--- config.mk ---
export PLATFORM = sky130hd
export DESIGN_NAME = bitband_bridge
export DESIGN_NICKNAME = d
export VERILOG_FILES = /design/src/rtl/bitband_pkg.sv /design/src/rtl/bitband_dpath.sv /design/src/rtl/bitband_ctrl.sv /design/src/rtl/bitband_bridge.sv
export SDC_FILE = /design/constraint.sdc
export NUM_CORES = 1
export LEC_CHECK = 0
export ABC_AREA = 1
export CAP_MARGIN = 25
export CELL_PAD_IN_SITES_DETAIL_PLACEMENT = 0
export CELL_PAD_IN_SITES_GLOBAL_PLACEMENT = 1
export CORE_UTILIZATION = 48
export CTS_BUF_LIST = sky130_fd_sc_hd__clkbuf_2
export CTS_CLUSTER_SIZE = 8
export DETAILED_ROUTE_END_ITERATION = 8
export DONT_BUFFER_PORTS = 1
export PLACE_DENSITY_LB_ADDON = 0.1
export SLEW_MARGIN = 0
export SYNTH_ARGS = -nofsm -noshare
export SYNTH_HDL_FRONTEND = slang
export SYNTH_SLANG_ARGS = --single-unit
--- constraint.sdc ---
create_clock -name clk -period 4.7 [get_ports clk]
set_clock_uncertainty 0.2 [all_clocks]
set_input_delay 0.47 -clock clk [delete_from_list [all_inputs] [get_ports clk]]
set_output_delay 0.47 -clock clk [all_outputs]
set_load 0.1 [all_outputs]
--- src/rtl/bitband_pkg.sv ---
package bitband_pkg;

  typedef enum logic [1:0] {
    SZ_BYTE = 2'd0,
    SZ_HALF = 2'd1,
    SZ_WORD = 2'd2,
    SZ_BAD  = 2'd3
  } accSize_e;

  typedef enum logic [2:0] {
    ST_IDLE,
    ST_RD_REQ,
    ST_RD_WAIT,
    ST_WR_REQ,
    ST_WR_WAIT,
    ST_RESP
  } bbState_e;

  // strobes from control to datapath
  typedef struct packed {
    logic latchReq;   // capture slave request fields
    logic latchRd;    // capture master read data
  } bbStrobe_t;

  localparam int unsigned UNIT_W  = 32;
  localparam int unsigned IDX_W   = 5;

endpackage

--- src/rtl/bitband_dpath.sv ---
module bitband_dpath
  import bitband_pkg::*;
#(
  parameter int unsigned ADDR_W    = 32,
  parameter int unsigned WIN_LOG2  = 25,
  parameter logic [ADDR_W-1:0] BASE_ADDR = 32'h2000_0000
) (
  input  logic              clk,
  input  logic              rstN,
  input  bbStrobe_t         strobe,
  input  logic              sWrite,
  input  logic [1:0]        sSize,
  input  logic [ADDR_W-1:0] sAddr,
  input  logic [UNIT_W-1:0] sWdata,
  input  logic [UNIT_W-1:0] mRdata,
  output logic              reqBad,
  output logic              reqWrite,
  output logic [ADDR_W-1:0] mAddr,
  output logic [1:0]        mSize,
  output logic [UNIT_W-1:0] mWdata,
  output logic [UNIT_W-1:0] sRdata
);

  localparam int unsigned SLOT_SHIFT = 5;
  localparam int unsigned PAD_W      = ADDR_W - WIN_LOG2;

  logic [ADDR_W-1:0] winOff;
  logic [ADDR_W-1:0] rawTgt;
  logic [ADDR_W-1:0] alignTgt;
  logic [IDX_W-1:0]  idxNext;
  accSize_e          sizeIn;

  logic [ADDR_W-1:0] tgtQ;
  logic [IDX_W-1:0]  idxQ;
  accSize_e          sizeQ;
  logic              setQ;
  logic              writeQ;
  logic [UNIT_W-1:0] unitQ;
  logic [UNIT_W-1:0] unitMask;
  logic [UNIT_W-1:0] bitMask;

  assign sizeIn = accSize_e'(sSize);
  assign reqBad = (sizeIn == SZ_BAD);

  // alias offset to target byte address
  assign winOff = {{PAD_W{1'b0}}, sAddr[WIN_LOG2-1:0]};
  assign rawTgt = BASE_ADDR | (winOff >> SLOT_SHIFT);

  always_comb begin
    alignTgt = rawTgt;
    idxNext  = '0;
    unique case (sizeIn)
      SZ_HALF: begin
        alignTgt = {rawTgt[ADDR_W-1:1], 1'b0};
        idxNext  = {1'b0, sAddr[5:2]};
      end
      SZ_WORD: begin
        alignTgt = {rawTgt[ADDR_W-1:2], 2'b00};
        idxNext  = sAddr[6:2];
      end
      default: begin
        alignTgt = rawTgt;
        idxNext  = {2'b00, sAddr[4:2]};
      end
    endcase
  end

  // lanes that belong to the latched unit size
  always_comb begin
    unique case (sizeQ)
      SZ_HALF: unitMask = 32'h0000_FFFF;
      SZ_WORD: unitMask = 32'hFFFF_FFFF;
      default: unitMask = 32'h0000_00FF;
    endcase
  end

  always_ff @(posedge clk or negedge rstN) begin
    if (!rstN) begin
      tgtQ   <= '0;
      idxQ   <= '0;
      sizeQ  <= SZ_BYTE;
      setQ   <= 1'b0;
      writeQ <= 1'b0;
    end else if (strobe.latchReq) begin
      tgtQ   <= alignTgt;
      idxQ   <= idxNext;
      sizeQ  <= sizeIn;
      setQ   <= sWdata[0];
      writeQ <= sWrite;
    end
  end

  always_ff @(posedge clk or negedge rstN) begin
    if (!rstN) begin
      unitQ <= '0;
    end else if (strobe.latchReq) begin
      unitQ <= '0;
    end else if (strobe.latchRd) begin
      unitQ <= mRdata & unitMask;
    end
  end

  assign bitMask  = UNIT_W'(1) << idxQ;
  assign reqWrite = writeQ;
  assign mAddr    = tgtQ;
  assign mSize    = sizeQ;
  assign mWdata   = setQ ? (unitQ | bitMask) : (unitQ & ~bitMask);
  assign sRdata   = {{(UNIT_W-1){1'b0}}, |(unitQ & bitMask)};

endmodule

--- src/rtl/bitband_ctrl.sv ---
module bitband_ctrl
  import bitband_pkg::*;
(
  input  logic      clk,
  input  logic      rstN,
  input  logic      sReq,
  input  logic      reqBad,
  input  logic      reqWrite,
  input  logic      mGnt,
  input  logic      mDone,
  input  logic      mErr,
  output bbStrobe_t strobe,
  output logic      mReq,
  output logic      mWrite,
  output logic      sReady,
  output logic      sErr
);

  bbState_e stateQ, stateD;
  logic     errQ, errD;

  always_comb begin
    stateD         = stateQ;
    errD           = errQ;
    strobe         = '0;
    unique case (stateQ)
      ST_IDLE: begin
        if (sReq) begin
          strobe.latchReq = 1'b1;
          errD            = reqBad;
          stateD          = reqBad ? ST_RESP : ST_RD_REQ;
        end
      end
      ST_RD_REQ:  if (mGnt) stateD = ST_RD_WAIT;
      ST_RD_WAIT: begin
        if (mDone) begin
          strobe.latchRd = 1'b1;
          if (mErr) begin
            errD   = 1'b1;
            stateD = ST_RESP;
          end else begin
            stateD = reqWrite ? ST_WR_REQ : ST_RESP;
          end
        end
      end
      ST_WR_REQ:  if (mGnt) stateD = ST_WR_WAIT;
      ST_WR_WAIT: begin
        if (mDone) begin
          errD   = mErr;
          stateD = ST_RESP;
        end
      end
      ST_RESP:    stateD = ST_IDLE;
      default:    stateD = ST_IDLE;
    endcase
  end

  always_ff @(posedge clk or negedge rstN) begin
    if (!rstN) begin
      stateQ <= ST_IDLE;
      errQ   <= 1'b0;
    end else begin
      stateQ <= stateD;
      errQ   <= errD;
    end
  end

  assign mReq   = (stateQ == ST_RD_REQ) || (stateQ == ST_WR_REQ);
  assign mWrite = (stateQ == ST_WR_REQ);
  assign sReady = (stateQ == ST_RESP);
  assign sErr   = sReady & errQ;

endmodule

--- src/rtl/bitband_bridge.sv ---
module bitband_bridge
  import bitband_pkg::*;
#(
  parameter int unsigned ADDR_W    = 32,
  parameter int unsigned WIN_LOG2  = 25,
  parameter logic [ADDR_W-1:0] BASE_ADDR = 32'h2000_0000
) (
  input  logic              clk,
  input  logic              rstN,
  input  logic              sReq,
  input  logic              sWrite,
  input  logic [1:0]        sSize,
  input  logic [ADDR_W-1:0] sAddr,
  input  logic [31:0]       sWdata,
  output logic              sReady,
  output logic [31:0]       sRdata,
  output logic              sErr,
  output logic              mReq,
  output logic              mWrite,
  output logic [1:0]        mSize,
  output logic [ADDR_W-1:0] mAddr,
  output logic [31:0]       mWdata,
  input  logic              mGnt,
  input  logic              mDone,
  input  logic [31:0]       mRdata,
  input  logic              mErr
);

  bbStrobe_t strobe;
  logic      reqBad;
  logic      reqWrite;
  logic [31:0] bitData;

  bitband_ctrl ctrl_i (
    .clk      (clk),
    .rstN     (rstN),
    .sReq     (sReq),
    .reqBad   (reqBad),
    .reqWrite (reqWrite),
    .mGnt     (mGnt),
    .mDone    (mDone),
    .mErr     (mErr),
    .strobe   (strobe),
    .mReq     (mReq),
    .mWrite   (mWrite),
    .sReady   (sReady),
    .sErr     (sErr)
  );

  bitband_dpath #(
    .ADDR_W    (ADDR_W),
    .WIN_LOG2  (WIN_LOG2),
    .BASE_ADDR (BASE_ADDR)
  ) dpath_i (
    .clk      (clk),
    .rstN     (rstN),
    .strobe   (strobe),
    .sWrite   (sWrite),
    .sSize    (sSize),
    .sAddr    (sAddr),
    .sWdata   (sWdata),
    .mRdata   (mRdata),
    .reqBad   (reqBad),
    .reqWrite (reqWrite),
    .mAddr    (mAddr),
    .mSize    (mSize),
    .mWdata   (mWdata),
    .sRdata   (bitData)
  );

  assign sRdata = sReady ? bitData : '0;

endmodule

# Word level (Yosys, flattened, before mapping)
# Index checks and enable logic that the tools add are counted.
# totals
input_bits	105
ff_bits	75
output_inout_bits	102
wordCells	63
# op_classes
eq_ne	16
bitwise	6
muxes	25
reduce_logical	7
shifts	1
# ops
operator	count
bitwise AND 32 bit	3
2-to-1 mux 32 bit	3
one-hot mux 32 bit (2 select lines)	1
inverter 32 bit	1
OR 32 bit	1
OR reduction 32 bit	1
<< shifter 1 x 5 -> 32 bit, first input constant	1
2-to-1 mux 3 bit	8
one-hot mux 3 bit (5 select lines)	1
!= test 2 bit, second input constant	5
one-hot mux 5 bit (2 select lines)	1
AND reduction 5 bit	2
2-to-1 mux 1 bit	9
equality test 2 bit, second input constant	3
equality test 3 x 2 -> 1 bit, second input constant	2
equality test 3 bit, second input constant	2
equality test 2 x 1 -> 1 bit, second input constant	2
one-hot mux 2 bit (2 select lines)	1
equality test 3 x 1 -> 1 bit, second input constant	1
logical NOT 3 bit	1
one-hot mux 1 bit (3 select lines)	1
nonzero test 3 bit	1
!= test 2 x 1 -> 1 bit, second input constant	1
nonzero test 2 bit	1
other kinds (2)	2

# Logic depth before layout (Yosys ltp)
# logic_depth
word_depth	5
ltp_mapped	10
mapped_depth_nobuf	10

# Modules after synthesis
# Synthesis repeated with hierarchy kept, for this count alone.
# hier_totals
cells_unflattened	633
area_unflattened_um2	4331.7
# by_module_without_submodules
mod	area_per_inst_um2	cells_each	seq_area_each_um2	n_inst
bitband_dpath	3684.8	504	1551.5	1
bitband_ctrl	372.9	62	100.1	1
bitband_bridge	274.0	67	0.0	1

# Worst setup path after synthesis
# OpenSTA, ideal clock, no wires.
# synth_path
path_kind	register -> output
start	register ctrl_i.stateQ[1]
end	output port sRdata[0]
path_slack_ps	-270
t_required_ps	4030
path_stages_with_launch	4
arrival_time_ps	4300
path_buffers	0
path_cell_list	dfrtp_1 > nor3_1 > inv_1 > a21oi_1
# synth_between
elab_chain_len	2
# synth_lines
item	line_no	text
start, declared	bitband_ctrl.sv:19	bbState_e stateQ, stateD;
start signal, assigned	bitband_ctrl.sv:63	stateQ <= stateD;
equality test 3 bit	bitband_ctrl.sv:70	assign sReady = (stateQ == ST_RESP);
net sReady	bitband_bridge.sv:15	output logic sReady,
2-to-1 mux 1 bit	bitband_bridge.sv:71	assign sRdata = sReady ? bitData : '0;
end, declared	bitband_bridge.sv:16	output logic [31:0] sRdata,
# The timed path passes the listed nets, and every way through them passes these cells.

# Final worst setup path
# layout_path
start	register dpath_i.idxQ[4]
end	output port mWdata[24]
# layout_between
elab_chain_len	4
word_cells_on_any_way	5
classes_between	shift (1); mux (1); bitwise (3)
# layout_lines
item	line_no	text
start, declared	bitband_dpath.sv:34	logic [IDX_W-1:0] idxQ;
start signal, assigned	bitband_dpath.sv:86	idxQ <= idxNext;
<< shifter 1 x 5 -> 32 bit (*)	bitband_dpath.sv:103	assign bitMask = UNIT_W'(1) << idxQ;
inverter 32 bit	bitband_dpath.sv:107	assign mWdata = setQ ? (unitQ | bitMask) : (unitQ & ~bitMask);
bitwise AND 32 bit	bitband_dpath.sv:107	
2-to-1 mux 32 bit (*)	bitband_dpath.sv:107	
end, declared	bitband_bridge.sv:22	output logic [31:0] mWdata,
# Every way passes the cells marked *; elsewhere a longest branch is shown, timed or not.

==> run metrics <==
Least-Margin Pin Slew 1.12 ns; Yosys cell types 30; gr ovfl total 0; setup violators final 0; CP required 4.03 ns; initial antenna violation count 0; count leader, synth nand2_1; pre-CTS WS 1.67 ns; Starting DRT DRC Count 185; final worst setup slack 1.11 ns; first-pass GRT wire length 17200 µm; worst path bufs/invs 2; crit share post-route 76.5%; # IOs 207; Fmax 278 MHz; Initial Utilization 49.1%; ant diodes 0; Synth top area share 41.1%; vias in the first global route 3463; asr flop ratio synth 100%; GRT Total Usage 25.8%; top_reg_cell synth dfrtp_1; Worst setup EP type primary output; CP cell instances buf_4 -> inv_1 -> nor2_1 -> o21ai_2; insertion delay to the later sink of the worst-skew pair 0.50 ns; DR WL/cell 15.0 µm; CP Max Fanout 31; post-synthesis cell count 551; post-synthesis sequential area ratio 41.1%; largest cells by area after synthesis dfrtp_1 (41%), nand2_1 (15%), nand3_1 (10%); fin nets 732; Worst Hold Depth 4; final hold violation count 0; post-synth top area cell dfrtp_1; Max-slew headroom 25.5%; Setup CP Type reg2out; Crit path max-delay family compound AO/OA/AOI/OAI gates; Root Driver clkbuf_2; top cells by count, synth nand2_1 (158), nand3_1 (82), dfrtp_1 (66); global placer's final weighted congestion 0.831; post-route cell area 0.00503 mm²; Yosys reg bits 66; layout cells sized above 1 14.5%; CP startpoint kind register; Post-CTS Repair Setup Buffers 0; CTS sink count 66; cell count along the critical path 4; Final ANT Viol Nets 0; Max-Cap Viols 0; Pre-Repair DR Iteration Count 5; core area 0.00818 mm²; final core occ 61.6%; H-tree depth 3; Worst-path clk slew 0.19 ns; setup TNS 0 ns; warnings from Yosys 0; fin. max-slew vios 0; Fillers 746; clock buffer depth 2; Synth Cell Area 0.00402 mm²; final WL 11000 µm; PortBufs 0; crit-path max cell delay 0.90 ns; DIE HEIGHT 93.5 µm; slowest CP cell o21ai_2; Area Growth Syn to Fin 25.3%; dpl cell area 0.00416 mm²; Hold Crit Class in2reg; Worst R2R Path Depth 7; DIE AREA 0.00874 mm²; DRC 0; dpl hpwl 7240 µm; Inserted Clock Buffers 9; chip width 93.5 µm; # rows 33; outcome completed; post-DR vias/cell 5.21; Reg2Reg Setup Slack 1.93 ns; pin count of the biggest net entering global routing 67; Period minus WS final 3.60 ns; Post-synth EDFFs 0; RSZ-0062 raised after global routing no; worst endpoint data arrival time 2.92 ns; register area 0.00165 mm²; CTS tree yes; Avg Cell Area, Syn 7.29 µm²; area of the multi-input gates 0.00207 mm²; vias 3816
-- per-stage QoR --
step / hold slack [ns] / std cells
2_1_floorplan: -0.0256 / 592
3_3_place_gp: -0.0234 / 645
3_5_place_dp: -0.0229 / 646
4_1_cts: 0.0397 / 733
5_1_grt: 0.0614 / 733
6_report: 0.0957 / 733
-- layout by cell type, fill, tap and decap left out, types with 2 or more instances in the layout --
cell type,instances
nand4_1,15
nor2_4,3
inv_6,2
inv_2,3
nor2_1,27
o21ai_1,6
nand3_1,82
dfrtp_1,66
o21ai_0,24
a21oi_1,8
nand2_1,158
a31oi_2,4
inv_1,30
ha_1,4
clkinvlp_4,2
buf_16,2
dlygate4sd3_1,70
nor2_2,8
clkbuf_2,9
buf_4,20
o21ai_2,28
bufinv_16,2
conb_1,42
-- state kept, by name (all words and copies together), names as in the netlist --
name and flops:
dpath_i.reqWrite 1, ctrl_i.stateQ 3, dpath_i.mAddr 21, dpath_i.unitQ 32, dpath_i.idxQ 5, dpath_i.mSize 2, dpath_i.setQ 1, ctrl_i.errQ 1
-- layer usage --
layer | up-vias | global-route usage (%) | wire [µm]
li1 | 1876 | - | -
met1 | 1766 | 33.8 | 4800
met2 | 150 | 41.5 | 5150
met3 | 24 | 7.32 | 768
met4 | 0 | 7.82 | 245
met5 | - | 0 | 0
-- worst min-delay path, cell delays in order --
cell     delay (ns)
inv_1          0.07
a21oi_1        0.07
nand2_1        0.08
o21ai_0        0.08
-- area by class of cell --
class	count	share of cell area, %
Multi-Input combinational cell	420	41.1
Timing Repair Buffer	92	18.0
Clock buffer	9	0.895
Sequential cell	66	32.8
Tap cell	105	2.61
Clock inverter	7	2.01
Inverter	34	2.59
-- what timing repair did --
item                      CTS  global route
gates resized for setup     0             0
hold buffers               71             0
hold endpoints to repair  130             0
-- kinds of logic (layout without fill, tap and decap cells) --
logic type	after synthesis	after routing	share of synthesized area, %
buffers and inverters	106	142	15.1
other	1	42	0.0933
AO/OA/AOI/OAI	73	73	9.34
flip-flops	66	66	41.1
adder cells (fa/ha/maj)	4	4	1.25
AND/OR/NAND/NOR	301	301	33.1
-- final timing paths --
path	from	endpoint
setup / recovery	dpath_i.idxQ[4]$_DFFE_PN0P_	mWdata[24]
hold / removal	mErr	ctrl_i.errQ$_DFFE_PN0P_
setup reg to reg	ctrl_i.stateQ[1]$_DFFE_PN0P_	dpath_i.unitQ[12]$_DFFE_PN0P_
hold reg to reg	ctrl_i.errQ$_DFFE_PN0P_	ctrl_i.errQ$_DFFE_PN0P_
max in group asynchronous	rstN	dpath_i.unitQ[3]$_DFFE_PN0P_
min in group asynchronous	rstN	dpath_i.unitQ[12]$_DFFE_PN0P_
Power is left out: the tool's default activity adds up to more than one toggle a clock period on the data nets, which glitch-free logic cannot reach.
